`src/rtl/cell_delin_pkg.sv`:
```
package cell_delin_pkg;
  localparam int unsigned HDR_BYTES = 4;
  localparam logic [7:0] HEC_POLY  = 8'h07;
  localparam logic [7:0] HEC_COSET = 8'h55;

  typedef enum logic [1:0] {ST_HUNT, ST_PRESYNC, ST_SYNC} dl_state_e;

  function automatic logic [7:0] hec_of(input logic [8*HDR_BYTES-1:0] hdr);
    logic [7:0] c;
    c = '0;
    for (int i = 8*HDR_BYTES-1; i >= 0; i--) begin
      c = {c[6:0], 1'b0} ^ ((c[7] ^ hdr[i]) ? HEC_POLY : 8'h00);
    end
    return c ^ HEC_COSET;
  endfunction
endpackage

```
`src/rtl/cd_thresh_reg.sv`:
```
module cd_thresh_reg #(
  parameter int unsigned FIELD_W = 4,
  parameter logic [2*FIELD_W-1:0] RST_VAL = 8'h78,
  localparam int unsigned REG_W = 2*FIELD_W
) (
  input  logic               clk_i,
  input  logic               rst_ni,
  input  logic               we_i,
  input  logic               lock_i,
  input  logic [REG_W-1:0]   wdata_i,
  output logic [REG_W-1:0]   q_o,
  output logic [FIELD_W-1:0] gain_o,
  output logic [FIELD_W-1:0] loss_o
);
  logic [REG_W-1:0]   q;
  logic [FIELD_W-1:0] eff [2];

  always_ff @(posedge clk_i or negedge rst_ni) begin
    if (!rst_ni)              q <= RST_VAL;
    else if (we_i && !lock_i) q <= wdata_i;
  end

  // zero field acts as one
  for (genvar g = 0; g < 2; g++) begin : g_clamp
    assign eff[g] = (q[g*FIELD_W +: FIELD_W] == '0) ? FIELD_W'(1) : q[g*FIELD_W +: FIELD_W];
  end

  assign q_o    = q;
  assign gain_o = eff[0];
  assign loss_o = eff[1];

  AST_WRITE_PROTECT: assert property (@(posedge clk_i) disable iff (!rst_ni)
    (we_i && lock_i) |=> $stable(q_o));
  AST_WRITE_TAKES: assert property (@(posedge clk_i) disable iff (!rst_ni)
    (we_i && !lock_i) |=> (q_o == $past(wdata_i)));
endmodule

```
`src/rtl/cd_hec_window.sv`:
```
module cd_hec_window
  import cell_delin_pkg::*;
#(
  parameter int unsigned BYTE_W = 8,
  localparam int unsigned FILL_W = $clog2(HDR_BYTES + 1)
) (
  input  logic              clk_i,
  input  logic              rst_ni,
  input  logic [BYTE_W-1:0] byte_i,
  input  logic              valid_i,
  output logic              match_o
);
  logic [HDR_BYTES-1:0][BYTE_W-1:0] hist_q; // [HDR_BYTES-1] oldest
  logic [FILL_W-1:0]                fill_q;
  logic                             filled;

  always_ff @(posedge clk_i or negedge rst_ni) begin
    if (!rst_ni) begin
      hist_q <= '0;
      fill_q <= '0;
    end else if (valid_i) begin
      hist_q <= {hist_q[HDR_BYTES-2:0], byte_i};
      if (!filled) fill_q <= fill_q + 1'b1;
    end
  end

  assign filled  = (fill_q == FILL_W'(HDR_BYTES));
  assign match_o = filled && (hec_of(hist_q) == byte_i);
endmodule

```
`src/rtl/cd_delin_fsm.sv`:
```
module cd_delin_fsm
  import cell_delin_pkg::*;
#(
  parameter int unsigned CELL_LEN = 53,
  parameter int unsigned CNT_W    = 4,
  localparam int unsigned POS_W   = $clog2(CELL_LEN)
) (
  input  logic             clk_i,
  input  logic             rst_ni,
  input  logic             valid_i,
  input  logic             match_i,
  input  logic [CNT_W-1:0] gain_i,
  input  logic [CNT_W-1:0] loss_i,
  output logic             locked_o,
  output logic             cell_start_o,
  output logic             hec_err_o
);
  dl_state_e        state_q;
  logic [POS_W-1:0] pos_q;
  logic [CNT_W-1:0] good_q, bad_q;
  logic [CNT_W:0]   good_inc, bad_inc;
  logic             at_bnd;
  logic             start_q, err_q;

  assign at_bnd   = (pos_q == POS_W'(CELL_LEN - 1));
  assign good_inc = {1'b0, good_q} + 1'b1;
  assign bad_inc  = {1'b0, bad_q} + 1'b1;

  always_ff @(posedge clk_i or negedge rst_ni) begin
    if (!rst_ni) begin
      state_q <= ST_HUNT;
      pos_q   <= '0;
      good_q  <= '0;
      bad_q   <= '0;
      start_q <= 1'b0;
      err_q   <= 1'b0;
    end else begin
      start_q <= 1'b0;
      err_q   <= 1'b0;
      if (valid_i) begin
        unique case (state_q)
          ST_HUNT: begin
            if (match_i) begin
              state_q <= ST_PRESYNC;
              pos_q   <= '0;
              good_q  <= '0;
            end
          end
          ST_PRESYNC: begin
            if (!at_bnd) pos_q <= pos_q + 1'b1;
            else begin
              pos_q <= '0;
              if (!match_i) begin
                state_q <= ST_HUNT;
                err_q   <= 1'b1;
              end else if (good_inc >= {1'b0, gain_i}) begin
                state_q <= ST_SYNC;
                bad_q   <= '0;
              end else begin
                good_q <= good_inc[CNT_W-1:0];
              end
            end
          end
          ST_SYNC: begin
            if (!at_bnd) pos_q <= pos_q + 1'b1;
            else begin
              pos_q   <= '0;
              start_q <= 1'b1;
              if (match_i) bad_q <= '0;
              else begin
                err_q <= 1'b1;
                if (bad_inc >= {1'b0, loss_i}) begin
                  state_q <= ST_HUNT;
                  bad_q   <= '0;
                end else begin
                  bad_q <= bad_inc[CNT_W-1:0];
                end
              end
            end
          end
          default: state_q <= ST_HUNT;
        endcase
      end
    end
  end

  assign locked_o     = (state_q == ST_SYNC);
  assign cell_start_o = start_q;
  assign hec_err_o    = err_q;

  AST_HUNT_NO_DIRECT_LOCK: assert property (@(posedge clk_i) disable iff (!rst_ni)
    (state_q == ST_HUNT) |=> (state_q != ST_SYNC));
  AST_HUNT_NO_ERR: assert property (@(posedge clk_i) disable iff (!rst_ni)
    (state_q == ST_HUNT) |=> !hec_err_o);
  AST_PRESYNC_ERR_TO_HUNT: assert property (@(posedge clk_i) disable iff (!rst_ni)
    (state_q == ST_PRESYNC && valid_i && at_bnd && !match_i) |=> (state_q == ST_HUNT && hec_err_o));
  AST_SYNC_GOOD_CLEARS: assert property (@(posedge clk_i) disable iff (!rst_ni)
    (state_q == ST_SYNC && valid_i && at_bnd && match_i) |=> (bad_q == '0 && locked_o));
  AST_IDLE_HOLDS: assert property (@(posedge clk_i) disable iff (!rst_ni)
    !valid_i |=> ($stable(pos_q) && $stable(state_q)));
  AST_START_ONE_CYCLE: assert property (@(posedge clk_i) disable iff (!rst_ni)
    cell_start_o |=> !cell_start_o);
  AST_ERR_ONE_CYCLE: assert property (@(posedge clk_i) disable iff (!rst_ni)
    hec_err_o |=> !hec_err_o);
endmodule

```
`src/rtl/cell_delin.sv`:
```
module cell_delin #(
  parameter int unsigned BYTE_W   = 8,
  parameter int unsigned CELL_LEN = 53,
  parameter int unsigned FIELD_W  = 4,
  parameter logic [2*FIELD_W-1:0] THR_RST = 8'h78,
  localparam int unsigned REG_W = 2*FIELD_W
) (
  input  logic              clk_i,
  input  logic              rst_ni,
  input  logic [BYTE_W-1:0] byte_i,
  input  logic              valid_i,
  input  logic              cfg_we_i,
  input  logic [REG_W-1:0]  cfg_wdata_i,
  input  logic              cfg_lock_i,
  output logic [REG_W-1:0]  cfg_rdata_o,
  output logic              locked_o,
  output logic              cell_start_o,
  output logic              hec_err_o
);
  logic [FIELD_W-1:0] gain, loss;
  logic               match;

  cd_thresh_reg #(.FIELD_W(FIELD_W), .RST_VAL(THR_RST)) u_thr (
    .clk_i(clk_i), .rst_ni(rst_ni), .we_i(cfg_we_i), .lock_i(cfg_lock_i),
    .wdata_i(cfg_wdata_i), .q_o(cfg_rdata_o), .gain_o(gain), .loss_o(loss)
  );

  cd_hec_window #(.BYTE_W(BYTE_W)) u_win (
    .clk_i(clk_i), .rst_ni(rst_ni), .byte_i(byte_i), .valid_i(valid_i), .match_o(match)
  );

  cd_delin_fsm #(.CELL_LEN(CELL_LEN), .CNT_W(FIELD_W)) u_fsm (
    .clk_i(clk_i), .rst_ni(rst_ni), .valid_i(valid_i), .match_i(match),
    .gain_i(gain), .loss_i(loss), .locked_o(locked_o),
    .cell_start_o(cell_start_o), .hec_err_o(hec_err_o)
  );
endmodule

```
`config.mk`:
```
export PLATFORM = sky130hd
export DESIGN_NAME = cell_delin
export DESIGN_NICKNAME = d
export VERILOG_FILES = /design/src/rtl/cell_delin_pkg.sv /design/src/rtl/cd_thresh_reg.sv /design/src/rtl/cd_hec_window.sv /design/src/rtl/cd_delin_fsm.sv /design/src/rtl/cell_delin.sv
export SDC_FILE = /design/constraint.sdc
export NUM_CORES = 1
export LEC_CHECK = 0
export BUFFER_PORTS_ARGS = -buffer_cell sky130_fd_sc_hd__buf_2
export CELL_PAD_IN_SITES_DETAIL_PLACEMENT = 1
export CELL_PAD_IN_SITES_GLOBAL_PLACEMENT = 2
export CORE_MARGIN = 4
export CORE_UTILIZATION = 41
export CTS_CLUSTER_DIAMETER = 60
export CTS_CLUSTER_SIZE = 20
export DETAILED_ROUTE_END_ITERATION = 6
export GPL_TIMING_DRIVEN = 1
export HOLD_SLACK_MARGIN = 0.02
export PLACE_DENSITY = 0.84
export SLEW_MARGIN = 20
export SYNTH_ARGS = -nofsm -noshare
export SYNTH_HDL_FRONTEND = slang
export SYNTH_SLANG_ARGS = --single-unit
```
`constraint.sdc`:
```
create_clock -name clk_i -period 4.04 [get_ports clk_i]
set_input_delay 0.606 -clock clk_i [delete_from_list [all_inputs] [get_ports clk_i]]
set_output_delay 0.606 -clock clk_i [all_outputs]
set_load 0.02 [all_outputs]
```
==> results of run 1 <==
## flip-flops by register name, summed over array words and instances (netlist names)
| name | flops |
|---|---|
| u_fsm.good_q | 4 |
| u_win.fill_q | 3 |
| u_fsm.state_q | 2 |
| u_thr.q_o | 8 |
| u_fsm.bad_q | 4 |
| u_fsm.pos_q | 6 |
| u_fsm.hec_err_o | 1 |
| u_fsm.cell_start_o | 1 |
| u_win.hist_q | 32 |
## cells in the mapped netlist (all sizes together), types with 2 or more instances
library cell and count:
nor3 3, o41ai 3, o22ai 3, clkbuf 4
mux2i 2, a211oi 3, a21o 3, xor3 2
nor2 7, nand2b 4, xnor3 14, nand3 11
mux2 35, a31o 2, a32o 4, xor2 12
dfrtp 57, o21ai 14, ha 17, xnor2 50
o211ai 2, nand4 3, or2 4, inv 15
and3 3, dfstp 4, buf 7, a21oi 9
nor2b 6, a221o 2, nand2 19, o32a 2
## area by class of cell
type                    instances  area [um^2]
inverters                      15        56.30
clock inverters                 4        22.52
clock buffers                  12        155.1
multi-input cells             250         2317
repair buffers                 36        195.2
fillers                      1000         4888
well taps                     129        161.4
flip-flops and latches         61         1531
## worst max-delay path, cell delays in order (launching register included)
cell and delay [ps]:
dfrtp_1 450, xor2_1 430, xnor3_1 500, xnor3_2 420, xnor2_1 160, or4_1 520
a221o_1 400, o32a_2 460, o21ai_0 230, o41ai_2 100
## timing repair
action                                  4_1_cts  5_1_grt
gates resized for setup                       0        1
buffers inserted                              0        0
endpoints found under the setup margin        0        1
## through the flow
step | total power (uW) | area [um^2] | instances
final | 4085 | 4439 | 507
after CTS | 4111 | 4429 | 507
after detailed placement | 3579 | 4252 | 491
after floorplan | 3103 | 3948 | 337
after global routing | 4414 | 4439 | 507
after global placement | 3492 | 4252 | 491
## worst min-delay path by stage
stage,to,slack [ps],cells after the start
6_report,u_fsm.pos_q[5],250,1
3_3_place_gp,u_fsm.pos_q[5],470,1
4_1_cts,u_thr.q_o[2],450,3
2_1_floorplan,u_fsm.bad_q[0],310,0
5_1_grt,u_fsm.good_q[0],300,1
3_5_place_dp,u_fsm.pos_q[5],490,1
## kinds of logic (layout without fill, tap and decap cells)
| family | Yosys count | after routing |
|---|---|---|
| muxes | 37 | 37 |
| DFF | 61 | 61 |
| adders and majority gates | 17 | 17 |
| buffers and inverters | 26 | 67 |
| AOI/OAI and AO/OA | 53 | 53 |
| xor gates and xnor gates | 78 | 78 |
| and+or+nand+nor | 65 | 65 |
## routing by layer
metal	track usage, %	share of wire [%]
met3	3.339	2.3
met1	20.75	45
met5	0	0
met4	6.105	1.7
met2	28.46	51
## power breakdown
part	internal, uW	switching [uW]	total, uW
sequential	738	143	881
combinational	1400	1290	2700
clock	253	255	508
==> impl_metrics.yaml, run 1 <==
sta:
  layout_min_cycle_time_ps: 3812
  hold_violations: 0
  whs_ps: 251.8
  fin_ws_ps: 227.9
  setup_viol: 0
  finalCritPeriodShare_pct: 94.36
  relSlewSlack_pct: 35.61
  max_freq_mhz: 262.3
  final.setup.tns_ps: 0
  report.final.slew_viol_count: 0
  worst_pin_slew_ps: 941.5
  skew_ps: 11.49
  rsz0062_at_grt: "false"
grt:
  grt_pass1_wl_mm: 14.70
  overflow: 0
  antenna_found_initial: 0
  grt_util_all_layers_pct: 16.63
  grt_pass1_vias: 2899
  grt_max_degree: 44
logic_synthesis:
  synth-edff-count: 0
  synth_ff_type: "dfrtp_1"
  synth.distinct_cells: 54
  synthMuxAreaShare_pct: 10.49
  synth-simple-area-share_pct: 8.526
  syn_area_per_cell_um2: 11.71
  synth_area_leader_cell: "dfrtp_1"
  synth_top_area_share_pct: 36.13
  ys.warnings.count: 0
  ys_seq_area_share_pct: 38.80
  ys_ff_latch: 61
  synth_compound_area_share_pct: 9.540
  synth_cells: 337
  synthAdderAreaFrac_pct: 5.388
  syn_nets: 375
  synthArstFlopShare_pct: 100.0
  syn_area_um2: 3948
  synth.area.top_cells: "dfrtp_1 (36%), xnor2_1 (10%), mux2_2 (10%)"
  synth_top_family_by_area: "XOR/XNOR gates"
  synth_xor_area_share_pct: 24.56
setup_path:
  worstSetupPathType: "reg2reg"
  cp.arrival_ps: 4030
  crit_required_ps: 4260
  worstSetupEndpoint: "u_fsm.pos_q[4]"
  r2r_setup_slack_ps: 230
  r2r-end: "u_fsm.pos_q[4]"
  start_kind: "flop"
  crit_fanout: 9
  startpoint: "u_win.hist_q[31]"
  r2r-start: "u_win.hist_q[31]"
  r2r_cells: 9
  end_kind: "flop"
clock_tree:
  cts_buffer_depth: 2
  clk_pin_slew_ps: 80
  insertion_delay_ps: 350
  numClockSinks: 61
  ctsHtreeMaxLevel: 3
  root_buffer: "clkbuf_8"
  cts_hold_buf: 0
  tritoncts: "done"
  cts_buffers: 9
finish:
  drive_gt1_share_pct: 28.04
  postLayoutCoreUtil_pct: 47.59
  antenna_cells: 0
  final_common_cell: "dfrtp_1"
  nets: 411
  syn_to_final_growth_pct: 12.46
  layout_common_cells: "dfrtp_1 (57), xnor2_1 (45), mux2_2 (35), buf_2 (30), nand2_1 (19)"
place:
  numPortBuffers: 31
  place_ws_ps: 192.7
  dpl.hpwl_mm: 6.503
  gp_congestion: 0.8227
flow_run:
  max_cap_viol_count: 0
floorplanning:
  fp.dieW_um: 106.1
  start_util_pct: 42.32
  ios: 32
  core_area_um2: 9328
  fp.dieH_um: 106.1
  rows: 35
  design.die.area_um2: 11260
drt:
  final_antenna_net_count: 0
  via_count: 2612
  drc_errors: 0
  wire_per_inst_um: 16.96
  firstDrtPassIters: 4
  drt_iter0_markers: 42
  wl_mm: 8.601
  vias_per_cell: 5.152
pwr:
  p_leak_uw: 0.002011
  ir_drop_mv: 0.5355
  p_per_area_nw_per_um2: 920.2
outcome:
  outcome: "complete, no violations"
min_path:
  hold_path_class: "in2async"
(Power assumes the default switching activity.)
==> run 2: changes to the inputs <==
CORE_UTILIZATION = 42   (was 41)
PLACE_DENSITY = 0.85   (was 0.84)
SYNTH_HIERARCHICAL = 1   (was not set)
==> impl_metrics.yaml, run 2 <==
outcome:
  outcome: "complete, no violations"
sta:
  finalCritPeriodShare_pct: 95.05
  layout_min_cycle_time_ps: 3840
  max_freq_mhz: 260.4
  hold_violations: 0
  worst_pin_slew_ps: 834.8
  skew_ps: 14.06
  relSlewSlack_pct: 44.35
  whs_ps: 367.4
  setup_viol: 0
  report.final.slew_viol_count: 0
logic_synthesis:
  synth_ff_type: "dfrtp_1"
  synth.distinct_cells: 61
  synth_common_cells: "dfrtp_1 (57), mux2_2 (35), xnor2_1 (33), inv_1 (24), ha_1 (17)"
  syn_area_um2: 4130
  ys_seq_area_share_pct: 37.08
  ys_ff_latch: 61
  syn_area_per_cell_um2: 12.22
  synth.area.top_cells: "dfrtp_1 (35%), mux2_2 (9.5%), xnor3_1 (8.7%)"
  ys.warnings.count: 6
  synth.most_common_cell: "dfrtp_1"
  synth-edff-count: 0
  synth_top_area_share_pct: 34.53
  synth_area_leader_cell: "dfrtp_1"
  synth_cells: 338
  synthArstFlopShare_pct: 100.0
  syn_nets: 376
finish:
  final_common_cell: "dfrtp_1"
  largest_reg_flops: 32
  nets: 416
  drive_gt1_share_pct: 36.81
  syn_to_final_growth_pct: 14.18
  multi_input_area_um2: 2491
  seqCellArea_um2: 1536
  layout_common_cells: "dfrtp_1 (53), mux2_2 (35), buf_2 (31), xnor2_1 (27), inv_1 (24)"
  fillerInstances: 993
  antenna_cells: 0
  regMostFlops: "u_win/hist_q"
setup_path:
  crit_path_top_delay_cell: "dfrtp_2"
  crit_fanout: 7
  cp.depth: 13
  crit_buf_inv: 1
  r2r_cells: 13
  cp_common_cell: "xnor3_1"
  start_kind: "flop"
  cp_top_family: "XOR/XNOR gates"
  crit_required_ps: 4260
  max_stage_delay_ps: 460
  crit_chain: "xor3_2 -> xor2_2 -> xnor3_1 -> xnor3_1 -> xor2_1 -> or3_1 -> a2111oi_2 -> buf_4 -> nand2_1 -> o21ai_0 -> nand3_1 -> nand2b_4 -> mux2_2"
  end_kind: "flop"
  worstSetupPathType: "reg2reg"
  cp.arrival_ps: 4060
floorplanning:
  rows: 35
  start_util_pct: 43.87
  ios: 32
  design.die.area_um2: 11480
  fp.dieW_um: 107.2
  core_area_um2: 9415
  fp.dieH_um: 107.2
drt:
  drt_iter0_markers: 52
  wl_mm: 8.619
  wire_per_inst_um: 16.83
  final_antenna_net_count: 0
  firstDrtPassIters: 4
  vias_per_cell: 5.178
  via_count: 2651
  drc_errors: 0
grt:
  grt_pass1_vias: 2930
  antenna_found_initial: 0
  grt_max_degree: 38
  grt_util_all_layers_pct: 16.27
  grt_pass1_wl_mm: 14.57
  overflow: 0
pwr:
  pwr-share-seq_pct: 19.7
  p_leak_uw: 0.002211
  net-switching-power_uw: 1778
  clock_power_share_pct: 10.6
  p_int_uw: 2750
  power.share.switching_pct: 39.27
  ir_drop_mv: 0.4825
  p_per_area_nw_per_um2: 960.3
  power_uw: 4528
  power_frac_comb_pct: 69.7
min_path:
  hold_path_class: "in2async"
clock_tree:
  cts_buffer_depth: 2
  clk_pin_slew_ps: 70
  tritoncts: "done"
  cts_hold_buf: 0
  insertion_delay_ps: 340
  cts_buffers: 9
  root_buffer: "clkbuf_8"
  ctsHtreeMaxLevel: 3
  numClockSinks: 61
place:
  numPortBuffers: 31
  dpl.hpwl_mm: 6.420
  gp_congestion: 0.8307
flow_run:
  max_cap_viol_count: 0
==> run 2: path summary, 6_finish.rpt <==
kind	startpoint	to	slack, ps
max	u_win/hist_q[28]	u_fsm/bad_q[0]	200
min	rst_ni	u_win/hist_q[19]	370
max reg2reg	u_win/hist_q[28]	u_fsm/bad_q[0]	200
min reg2reg	u_win/fill_q[0]	u_win/fill_q[0]	520
min in group clk_i	cfg_wdata_i[6]	u_thr/q_o[6]	500
max in group asynchronous	rst_ni	u_thr/q_o[6]	2780
==> run 2: per-stage QoR <==
step / utilization [%] / worst slack [ps] / setup TNS [ps] / cells / area, um^2
final: 50.09 / 199.9 / 0 / 512 / 4716
after global routing: 50.09 / -23.07 / -27.30 / 512 / 4716
after CTS: 48.74 / 17.76 / 0 / 506 / 4589
after detailed placement: 46.91 / 46.15 / 0 / 490 / 4417
after global placement: 46.91 / 103.3 / 0 / 490 / 4417
after floorplan: - / 198.0 / 0 / 338 / 4130
==> run 2: routing by layer <==
| metal | vias up | GRT usage (%) | share of wire (%) |
|---|---|---|---|
| met5 | - | 0 | 0 |
| met4 | 0 | 5.297 | 1.5 |
| met3 | 10 | 3.371 | 2.3 |
| met2 | 32 | 28.78 | 53 |
| met1 | 1358 | 19.69 | 43 |
| li1 | 1251 | - | - |
==> run 2: what timing repair did <==
item,4_1_cts,5_1_grt
setup endpoints to repair,0,12
resized for setup,0,17
setup buffers,0,6
==> run 2: cells by family (layout without fill, tap and decap cells) <==
family | after synthesis | in the layout | share of synthesized area (%)
flip-flops | 61 | 61 | 37.08
adder cells (fa/ha/maj) | 17 | 17 | 5.150
multiplexers | 45 | 45 | 12.94
XOR/XNOR | 74 | 74 | 24.24
AO/OA/AOI/OAI | 43 | 43 | 8.392
buffers and inverters | 41 | 86 | 4.453
AND/OR/NAND/NOR | 57 | 57 | 7.756
==> run 2: final cells by class <==
cell class | count | area share [%]
Timing Repair Buffer | 45 | 5.519
Clock inverter | 2 | 0.2123
Inverter | 25 | 1.990
Sequential cell | 61 | 32.58
Clock buffer | 14 | 3.449
Multi-Input combinational cell | 236 | 52.83
Tap cell | 129 | 3.423
==> run 2: power groups by stage <==
stage,combinational (uW),sequential (uW),clock [uW]
floorplan,2620,855,0
global placement,3030,883,0
detailed placement,3070,895,0
CTS,3100,885,499
global route,3470,914,524
finish,3160,891,482
==> run 3: changes to the inputs <==
ABC_AREA = 1   (was not set)
CELL_PAD_IN_SITES_DETAIL_PLACEMENT = not set   (was 1)
CELL_PAD_IN_SITES_GLOBAL_PLACEMENT = not set   (was 2)
CORE_UTILIZATION = 60   (was 42)
PLACE_DENSITY = 0.83   (was 0.85)
==> impl_metrics.yaml, run 3 <==
outcome:
  outcome: "complete, no violations"
clock_tree:
  cts_setup_buffers: 0
  ctsHtreeMaxLevel: 3
  clk_pin_slew_ps: 80
  cts_buffers: 9
  root_buffer: "clkbuf_8"
  cts_hold_buf: 0
  insertion_delay_ps: 340
  tritoncts: "done"
  cts_buffer_depth: 2
  numClockSinks: 61
sta:
  setup_viol: 0
  skew_ps: 11.80
  finalCritPeriodShare_pct: 89.91
  relSlewSlack_pct: 40.09
  report.final.slew_viol_count: 0
  final.setup.tns_ps: 0
  rsz0062_at_grt: "false"
  hold_violations: 0
  max_freq_mhz: 275.3
  worst_pin_slew_ps: 898.7
  layout_min_cycle_time_ps: 3632
setup_path:
  cp.arrival_ps: 3850
  cp_common_cell: "nand2_1"
  end_kind: "flop"
  crit_required_ps: 4260
  crit_buf_inv: 2
  worstSetupPathType: "reg2reg"
  cp_top_family: "simple AND/OR/NAND/NOR gates"
  crit_path_top_delay_cell: "dfrtp_1"
  max_stage_delay_ps: 480
  crit_fanout: 8
  start_kind: "flop"
logic_synthesis:
  synth.area.top_cells: "dfrtp_1 (31%), nand2_1 (21%), nand3_1 (9.4%)"
  ys_seq_area_share_pct: 32.76
  synth_ff_type: "dfrtp_1"
  synthMuxAreaShare_pct: 0
  syn_nets: 763
  syn_area_um2: 4674
  synth_top_area_share_pct: 30.51
  synth_xor_area_share_pct: 2.998
  synth-simple-area-share_pct: 42.69
  syn_area_per_cell_um2: 6.448
  synth-edff-count: 0
  synth_area_leader_cell: "dfrtp_1"
  synth_compound_area_share_pct: 5.755
  synth.most_common_cell: "nand2_1"
  synth_cells: 725
  synthAdderAreaFrac_pct: 4.550
  ys_ff_latch: 61
  synthArstFlopShare_pct: 100.0
  synth_top_family_by_area: "simple AND/OR/NAND/NOR gates"
  synth.distinct_cells: 29
  synth_common_cells: "nand2_1 (261), inv_1 (99), nand3_1 (88), dfrtp_1 (57)"
  ys.warnings.count: 6
drt:
  drt_iter0_markers: 258
  wl_mm: 10.72
  firstDrtPassIters: 5
  final_antenna_net_count: 0
  drc_errors: 0
  via_count: 4573
  vias_per_cell: 5.330
  wire_per_inst_um: 12.49
flow_run:
  max_cap_viol_count: 0
grt:
  grt_pass1_wl_mm: 18.30
  overflow: 0
  grtUsageMet1_pct: 29.36
  grt_max_degree: 64
  top_usage_layer: "met2"
  grt_use_met3_pct: 5.004
  grt_pass1_vias: 4290
  grt_util_all_layers_pct: 24.86
  globalRouteMet2Util_pct: 44.51
  antenna_found_initial: 0
floorplanning:
  rows: 31
  core_area_um2: 7408
  start_util_pct: 63.10
  design.die.area_um2: 9267
  fp.dieW_um: 96.27
  ios: 32
  fp.dieH_um: 96.27
pwr:
  ir_drop_mv: 0.3767
  p_leak_uw: 0.002953
  p_per_area_nw_per_um2: 701.9
finish:
  drive_gt1_share_pct: 16.60
  nets: 792
  final_common_cell: "nand2_1"
  seqCellArea_um2: 1531
  largest_reg_flops: 32
  antenna_cells: 0
  layout_common_cells: "nand2_1 (261), inv_1 (99), nand3_1 (88), dfrtp_1 (57)"
  layoutNonFillerInstCount: 858
  fillerInstances: 665
  regMostFlops: "u_win/hist_q"
  multi_input_area_um2: 2624
  syn_to_final_growth_pct: 9.181
place:
  gp_congestion: 0.8814
  dp_cells: 842
  numPortBuffers: 31
  dpl.hpwl_mm: 8.087
min_path:
  hold_path_class: "in2async"
-- run 3: kinds of logic after synthesis --
| family | after synthesis |
|---|---|
| AND/OR/NAND/NOR | 446 |
| buffers and inverters | 135 |
| flip-flops | 61 |
| AO/OA/AOI/OAI | 50 |
| adder cells (fa/ha/maj) | 17 |
| XOR/XNOR | 16 |
-- run 3: worst paths after layout --
check,start,endpoint,slack [ps],depth (start not counted)
worst min register to register,u_thr/q_o[4],u_thr/q_o[4],470,2
worst min-delay path,rst_ni,u_win/hist_q[3],380,1
min in group clk_i,cfg_wdata_i[6],u_thr/q_o[6],470,3
worst max-delay path,u_win/hist_q[28],u_fsm/bad_q[3],410,27
max in group asynchronous,rst_ni,u_win/hist_q[19],2810,2
worst max register to register,u_win/hist_q[28],u_fsm/bad_q[3],410,27
-- run 3: area by class of cell --
class	instances	area share, %
sequential	61	30.01
clock inverter	5	1.152
multi-input combinational	529	51.41
timing repair buffer	34	3.481
clock buffer	11	2.770
inverter	119	8.752
tap	99	2.427
-- run 3: power by group --
group	switching, uW	internal [uW]	leakage (uW)
Clock	259	303	0.0000959
Sequential	90.1	712	0.000773
Combinational	1490	728	0.00208
-- run 3: routing by layer --
| metal | part of all wire (%) | routed length, um |
|---|---|---|
| met3 | 5.2 | 554 |
| met4 | 1.7 | 186 |
| met1 | 43 | 4592 |
| met2 | 50 | 5386 |
| met5 | 0 | 0 |
-- run 3: through the flow --
stage / setup WS (ps) / total power, uW / hold WS (ps) / cell area (um^2) / util, %
global placement: 469.1 / 2897 / 462.6 / 4897 / 66.10
detailed placement: 336.7 / 2978 / 467.7 / 4897 / 66.10
global route: 37.31 / 3935 / 453.2 / 5104 / 68.89
finish: 407.6 / 3582 / 384.8 / 5104 / 68.89
floorplan: 952.6 / 2573 / 310.4 / 4674 / -
CTS: 296.2 / 3559 / 403.9 / 5097 / 68.81
-- run 3: timing repair --
item	in CTS	in global routing
gates resized for setup	0	2
hold endpoints to repair	0	0
endpoints found under the setup margin	0	10
